`src/rtl/hpio_pkg.sv`:
```
package hpio_pkg;

   // Attributes of a host read cycle, captured when the cycle opens
   typedef struct packed {
      logic fifo_mode;   // read goes to the receive FIFO
      logic last_half;   // selected half is the top one, so the entry is consumed
      logic was_empty;   // FIFO had no entry when the cycle opened
   } hpio_cyc_t;

endpackage

```
`src/rtl/hpio_sync.sv`:
```
module hpio_sync #(
   parameter int   STAGES  = 2,
   parameter logic RST_VAL = 1'b1
) (
   input  logic clk,
   input  logic rst_n,
   input  logic d,
   output logic q
);

   generate
      if (STAGES < 2) begin : g_bad_stages
         $error("hpio_sync: STAGES must be at least 2");
      end
   endgenerate

   logic [STAGES-1:0] chain;

   always_ff @(posedge clk or negedge rst_n) begin
      if (!rst_n) chain <= {STAGES{RST_VAL}};
      else        chain <= {chain[STAGES-2:0], d};
   end

   assign q = chain[STAGES-1];

endmodule

```
`src/rtl/hpio_cycle_det.sv`:
```
module hpio_cycle_det (
   input  logic clk,
   input  logic rst_n,
   input  logic cs_n_s,
   input  logic rd_n_s,
   output logic open_p,
   output logic close_p
);

   logic active, active_q;

   // a cycle exists only while both synchronised strobes are low
   assign active = ~cs_n_s & ~rd_n_s;

   always_ff @(posedge clk or negedge rst_n) begin
      if (!rst_n) active_q <= 1'b0;
      else        active_q <= active;
   end

   assign open_p  =  active & ~active_q;
   assign close_p = ~active &  active_q;

endmodule

```
`src/rtl/hpio_steer.sv`:
```
module hpio_steer #(
   parameter int FIFO_W = 32,
   parameter int BUS_W  = 16,
   parameter int SEL_W  = 1
) (
   input  logic [FIFO_W-1:0] word,
   input  logic [SEL_W-1:0]  sel,
   input  logic              swap,
   output logic [BUS_W-1:0]  half
);

   localparam int HALVES = FIFO_W / BUS_W;
   localparam int BYTES  = BUS_W / 8;

   logic [BUS_W-1:0] parts [HALVES];
   logic [BUS_W-1:0] picked, swapped;

   generate
      for (genvar g = 0; g < HALVES; g++) begin : g_part
         assign parts[g] = word[g*BUS_W +: BUS_W];
      end
      for (genvar b = 0; b < BYTES; b++) begin : g_byte
         assign swapped[b*8 +: 8] = picked[(BYTES-1-b)*8 +: 8];
      end
   endgenerate

   assign picked = parts[sel];
   assign half   = swap ? swapped : picked;

endmodule

```
`src/rtl/hpio_rx_port.sv`:
```
module hpio_rx_port
   import hpio_pkg::*;
#(
   parameter int FIFO_W      = 32,
   parameter int BUS_W       = 16,
   parameter int ADDR_W      = 9,
   parameter int SYNC_STAGES = 2
) (
   input  logic              clk,
   input  logic              rst_n,
   input  logic              host_cs_n,
   input  logic              host_rd_n,
   input  logic              host_fifo_sel,
   input  logic              host_swap_sel,
   input  logic [ADDR_W-1:0] host_addr,
   output logic [BUS_W-1:0]  host_rdata,
   output logic              host_rdata_oe,
   input  logic [FIFO_W-1:0] rxf_data,
   input  logic              rxf_empty,
   output logic              rxf_pop,
   input  logic              uflow_clr,
   output logic              uflow
);

   localparam int HALVES = FIFO_W / BUS_W;
   localparam int SEL_W  = (HALVES > 1) ? $clog2(HALVES) : 1;
   localparam logic [SEL_W-1:0] LAST_SEL = SEL_W'(HALVES - 1);

   generate
      if (BUS_W % 8 != 0) begin : g_bad_bus
         $error("hpio_rx_port: BUS_W must be a whole number of bytes");
      end
      if (FIFO_W % BUS_W != 0 || HALVES < 2) begin : g_bad_ratio
         $error("hpio_rx_port: FIFO_W must be at least two BUS_W halves");
      end
      if ((HALVES & (HALVES - 1)) != 0) begin : g_bad_pow2
         $error("hpio_rx_port: FIFO_W / BUS_W must be a power of two");
      end
      if (SEL_W >= ADDR_W) begin : g_bad_addr
         $error("hpio_rx_port: ADDR_W too narrow for the half select");
      end
   endgenerate

   // ---- strobe synchronisation and cycle detection
   logic cs_n_s, rd_n_s, open_p, close_p;

   hpio_sync #(.STAGES(SYNC_STAGES), .RST_VAL(1'b1)) u_sync_cs (
      .clk(clk), .rst_n(rst_n), .d(host_cs_n), .q(cs_n_s));
   hpio_sync #(.STAGES(SYNC_STAGES), .RST_VAL(1'b1)) u_sync_rd (
      .clk(clk), .rst_n(rst_n), .d(host_rd_n), .q(rd_n_s));

   hpio_cycle_det u_det (
      .clk(clk), .rst_n(rst_n), .cs_n_s(cs_n_s), .rd_n_s(rd_n_s),
      .open_p(open_p), .close_p(close_p));

   // ---- data steering: only the half-select bits matter
   logic [SEL_W-1:0] half_sel;
   logic [BUS_W-1:0] half;
   logic             unused_upper_addr;

   assign half_sel          = host_addr[SEL_W-1:0];
   assign unused_upper_addr = ^host_addr[ADDR_W-1:SEL_W];

   hpio_steer #(.FIFO_W(FIFO_W), .BUS_W(BUS_W), .SEL_W(SEL_W)) u_steer (
      .word(rxf_data), .sel(half_sel), .swap(host_swap_sel), .half(half));

   // ---- cycle state, read data and pop
   hpio_cyc_t cyc_q;
   logic      serve;

   assign serve = host_fifo_sel & ~rxf_empty;

   always_ff @(posedge clk or negedge rst_n) begin
      if (!rst_n) begin
         cyc_q         <= '0;
         host_rdata    <= '0;
         host_rdata_oe <= 1'b0;
         rxf_pop       <= 1'b0;
      end else begin
         rxf_pop <= 1'b0;
         if (open_p) begin
            cyc_q.fifo_mode <= host_fifo_sel;
            cyc_q.last_half <= (half_sel == LAST_SEL);
            cyc_q.was_empty <= rxf_empty;
            host_rdata_oe   <= host_fifo_sel;
            host_rdata      <= serve ? half : '0;
         end else if (close_p) begin
            rxf_pop       <= cyc_q.fifo_mode & cyc_q.last_half & ~cyc_q.was_empty;
            host_rdata_oe <= 1'b0;
            host_rdata    <= '0;
            cyc_q         <= '0;
         end
      end
   end

   // ---- sticky underflow, set wins over clear
   always_ff @(posedge clk or negedge rst_n) begin
      if (!rst_n)                                  uflow <= 1'b0;
      else if (open_p && host_fifo_sel && rxf_empty) uflow <= 1'b1;
      else if (uflow_clr)                          uflow <= 1'b0;
   end

endmodule

```
`config.mk`:
```
export PLATFORM = sky130hd
export DESIGN_NAME = hpio_rx_port
export DESIGN_NICKNAME = d
export VERILOG_FILES = /design/src/rtl/hpio_pkg.sv /design/src/rtl/hpio_sync.sv /design/src/rtl/hpio_cycle_det.sv /design/src/rtl/hpio_steer.sv /design/src/rtl/hpio_rx_port.sv
export SDC_FILE = /design/constraint.sdc
export NUM_CORES = 1
export LEC_CHECK = 0
export BUFFER_PORTS_ARGS = -buffer_cell sky130_fd_sc_hd__buf_4
export CAP_MARGIN = 20
export CORE_MARGIN = 1.5
export CORE_UTILIZATION = 40
export CTS_CLUSTER_SIZE = 30
export DETAILED_ROUTE_END_ITERATION = 7
export PLACE_DENSITY = 0.77
export SYNTH_ARGS = -nofsm -noshare
export SYNTH_HDL_FRONTEND = slang
export SYNTH_SLANG_ARGS = --single-unit
```
`constraint.sdc`:
```
create_clock -name clk -period 2.32 [get_ports clk]
set_clock_uncertainty 0.2 [all_clocks]
set_input_delay 0 -clock clk [delete_from_list [all_inputs] [get_ports clk]]
set_output_delay 0 -clock clk [all_outputs]
set_load 0.005 [all_outputs]
```
# Word-level counts from Yosys, hierarchy flattened
# Index checks and enable logic that the tools add are counted.
[word_totals]
ff_bits = 27
input_bits = 49
out_inout_bits = 19
elab_cells = 43
[op_classes]
order_cmp = 1
muxes = 15
bitwise_logic = 13
reduce_logical = 4
[ops]
columns = ["operator", "n"]
rows = [
  ["$mux W16", 7],
  ["$and A1 B1 Y1", 6],
  ["$mux W1", 6],
  ["$mux W3", 2],
  ["$not A1 Y1", 6],
  ["$reduce_bool A2 Y1", 2],
  ["$ge A2 B2 Y1 const B", 1],
  ["$logic_and A1 B1 Y1", 2],
  ["$not A1 Y2", 1],
]

# Depth between registers and ports, before layout
[depth]
depth_word = 7
mapped_depth = 7
ltp_nobuf = 5

# By module
# From an unflattened synthesis, not the netlist that was laid out.
[hier_totals]
cells_unflattened = 80
area_unflattened_um2 = 1380.1
[modules_own_cells]
columns = ["module", "instances", "cells_per_inst", "area_per_inst_um2"]
rows = [
  ["hpio_rx_port", 1, 52, 804.5],
  ["hpio_steer", 1, 20, 424.2],
  ["hpio_sync", 2, 2, 52.6],
  ["hpio_cycle_det", 1, 4, 46.3],
]

# Least setup slack after synthesis
# OpenSTA, ideal clock, no wires.
[synth_timing]
path_kind = "reg2reg"
start = "register u_sync_rd.chain[1]"
end = "register host_rdata[5]"
arrival_time_ns = 1.763
required_time_ns = 2.054
path_slack_ns = 0.291
path_stages_with_launch = 7
n_path_buf = 2
period_less_slack_ns = 2.029
cell_sequence = "dfstp_2 -> or2_2 -> ha_1 -> nor4bb_1 -> clkbuf_1 -> buf_2 -> a22o_1"
[synth_via]
elab_chain_len = 5
word_cells_on_any_way = 7
[synth_lines]
columns = ["item", "line", "text"]
rows = [
  ["start, declared", "hpio_sync.sv:17", "logic [STAGES-1:0] chain;"],
  ["start signal, assigned", "hpio_sync.sv:20", "if (!rst_n) chain <= {STAGES{RST_VAL}};"],
  ["start signal, assigned", "hpio_sync.sv:21", "else chain <= {chain[STAGES-2:0], d};"],
  ["$not A1 Y1 *", "hpio_cycle_det.sv:13", "assign active = ~cs_n_s & ~rd_n_s;"],
  ["$and A1 B1 Y1 *", "hpio_cycle_det.sv:13", ""],
  ["$not A1 Y1", "hpio_cycle_det.sv:21", "assign close_p = ~active & active_q;"],
  ["$and A1 B1 Y1", "hpio_cycle_det.sv:21", ""],
  ["$reduce_bool A2 Y1 (no source line)", "--", ""],
  ["end signal, assigned", "hpio_rx_port.sv:86", "host_rdata <= serve ? half : '0;"],
  ["end, declared", "hpio_rx_port.sv:16", "output logic [BUS_W-1:0] host_rdata,"],
]
# Mark *: on every way between the ends. The rest lies on a longest branch, timed or not.
# A chain may end at the register's enable or synchronous reset.

# Final worst setup path
[layout_timing]
start = "input host_addr[0]"
end = "register host_rdata[15]"
[layout_via]
elab_chain_len = 7
[layout_lines]
columns = ["item", "line", "text"]
rows = [
  ["start, declared", "hpio_rx_port.sv:15", "input logic [ADDR_W-1:0] host_addr,"],
  ["$not A1 Y2 (not written as such)", "hpio_steer.sv:27", "assign picked = parts[sel];"],
  ["$mux W16 (not written as such) (3 in a row)", "hpio_steer.sv:27", ""],
  ["$mux W16", "hpio_steer.sv:28", "assign half = swap ? swapped : picked;"],
  ["$mux W16", "hpio_rx_port.sv:86", ""],
  ["$mux W16", "hpio_rx_port.sv:81", "if (open_p) begin"],
]
# Every way passes these cells. The select of a mux whose other input is x is not followed.

==> results.md <==
* R2r worst-path depth at 6
* Ys Warns at 0
* Slew at the pin with the worst max-slew slack at 919 ps
* FF+latch count, synth at 26
* Initial antenna violation count at 0
* Starting Density at 0.432
* Row cnt at 20
* Final instance area at 2270 sq um
* Sinks on Clock Net at 26
* Cell taking the most area after synthesis: dfrtp_1
* CTS buffer count at 3
* Synth Cell Area at 1350 sq um
* PortBufs at 59
* Critical path endpoint category: register
* Max cap viols at 0
* DP Wirelength at 2370 um
* Setup TNS at 0 ps
* Crit path top cell by count: dlygate4sd3_1
* Syn_area_per_cell at 15.7 sq um
* Reg2Reg Setup Slack at roughly 270 ps
* TritonCTS clock tree: yes
* Period utilization at 0.968
* Cells after synthesis at 86
* # setup viols final at 0
* First-pass GRT wire length at 6670 um
* DR vias at around 1.2k
* Drt wl/cell at 18.3 um
* Slack of the critical path at 75.2 ps
* CP max stage delay at 610 ps
* Pwr Density at 430 nW/um^2
* Worst-skew pair later-pin latency at ~320 ps
* Via count of the first global-routing pass at 1326
* CP Launch Type: primary input
* Dpl cell area at 1810 sq um
* Commonest non-fill, non-tap cell in the layout: buf_4
* GR Util All Layers at 0.256
* Synth unique cells at 18
* Leak at 1.09 nW
* H-tree levels at 1
* Longest Clk Path Bufs at 2
* Share of the synthesized area in the top cell type at 0.407
* Sequential area share after synthesis at 0.485
* Die area at about 3700 sq um
* CP max FO at 17
* R2r endpoint: uflow
* Hold Path Class: primary input to register
* Critical path class: primary input to register
* Commonest cells after routing, fill and taps aside: 61 x buf_4, 41 x dlygate4sd3_1, 22 x dfrtp_1
* Slowest stage cell, crit path: mux4_1
* Post-Route WL at 4180 um
* Largest net degree at the start of global routing at 23
* Routability congestion estimate at 0.670
* Crit path launch: host_addr[0]
* Status: complete, no violations
* Max-Slew Margin vs Limit at 0.387
* Clk pin slew, worst setup/hold paths at 140 ps
* First-iteration detailed-routing DRC count at 48
* TritonRoute pass-1 iters at 4
* Total power at 0.000977 W
* Fmax at 445 MHz
* Data required, critical path at between 2000 and 2500 ps
* Share of layout cells above drive strength 1 at 0.432
* Worst Setup EP: host_rdata[15]
* Final Hold Viols at 0
* Fill count at approximately 180
* Critical Path AT at 2260 ps
* Hold Path Stages at 2
* Minimum clock period at 2240 ps
* Area grow syn2layout at 68.2%
* CP cell instances: dlygate4sd3_1 -> buf_4 -> mux4_1 -> dlygate4sd3_1 -> a22o_1
* Place WS at about 420 ps
* Core Box Area at 3130 sq um
* Diodes inserted at 0
* Net Count, Synth at 137
* Critical R2R Launch: u_sync_rd.chain[1]
* Overflow after GRT at 0
* Via-to-Cell Ratio at 5.29
* Die width at just over 60 um
* Drt drc at 0
* Top cells by area, synth: dfrtp_1 41%, mux4_2 15%, mux4_1 14%
* RSZ-0062 raised after global routing: no
* Final Util at 0.727
* Worst vdd ir at 181 uV
* CTS Root Cell: clkbuf_4
* Post-route ant nets at 0
* Die height at 61.1 um
* I/O pins at between 60 and 70
* Final net count at around 240
* Final Max Tran Viols at 0
-- power by group --
part | internal (W) | switching [W]
clock network | 0.0000960 | 0.000130
registers | 0.000473 | 0.00000981
logic | 0.000175 | 0.0000926
total | 0.000744 | 0.000233
-- sequential cells by signal (all words and copies together), names as in the netlist --
register and flops:
u_sync_cs.chain 2, host_rdata_oe 1, cyc_q 2, u_sync_rd.chain 2, rxf_pop 1, uflow 1, u_det.active_q 1, host_rdata 16
-- worst max-delay path, delay by kind of cell --
kind | cells | cell delay, ps
buffers and inverters | 3 | 1440
multiplexers | 1 | 610
AO/OA/AOI/OAI | 1 | 210
-- cells in the mapped netlist, drive strengths merged --
library cell,n
buf,4
ha,2
nand4b,1
nor2,1
dfrtp,22
or2,1
o21ai,4
nand2,6
inv,3
mux4,16
dfstp,4
nand3,1
nor4bb,1
a22o,16
clkbuf,4
-- how the worst min path moves through the flow --
stage,start,to,slack (ps)
floorplan,rst_n,cyc_q[0],-500
global placement,rst_n,host_rdata[8],-290
detailed placement,rst_n,host_rdata[1],-280
CTS,host_cs_n,u_sync_cs.chain[0],120
global route,host_cs_n,u_sync_cs.chain[0],110
finish,host_cs_n,u_sync_cs.chain[0],130
-- area by class of cell --
type	instances	area (sq um)	share of cell area
Clock buffer	4	36.3	0.0160
Inverter	3	11.3	0.00495
Multi-Input combinational cell	49	634	0.279
Sequential cell	26	656	0.288
Tap cell	44	55.1	0.0242
Timing Repair Buffer	103	881	0.387
-- per-stage QoR --
step | hold WS [ps] | cells
CTS | 117 | 229
detailed placement | -281 | 183
finish | 127 | 229
global placement | -289 | 183
global route | 109 | 229
floorplan | -496 | 86
-- metal layers --
metal,vias up,GRT usage,part of all wire
li1,544,-,-
met5,-,0,0
met4,0,0.0839,0.010
met1,611,0.313,0.39
met3,4,0.0294,0.050
met2,53,0.468,0.55
-- logic make-up after synthesis --
group,share of synthesized area
flops,0.485
simple gates,0.0417
mux,0.286
fa+ha+maj,0.0185
compound gates,0.119
buf+inv,0.0500
-- what timing repair did --
item                                    in CTS  in global routing
buffers inserted                             0                  0
hold endpoints to repair                    48                  0
hold buffers                                42                  0
endpoints found under the setup margin       0                 22
gates resized for setup                      0                  1
Power figures use the tool's default switching activity.
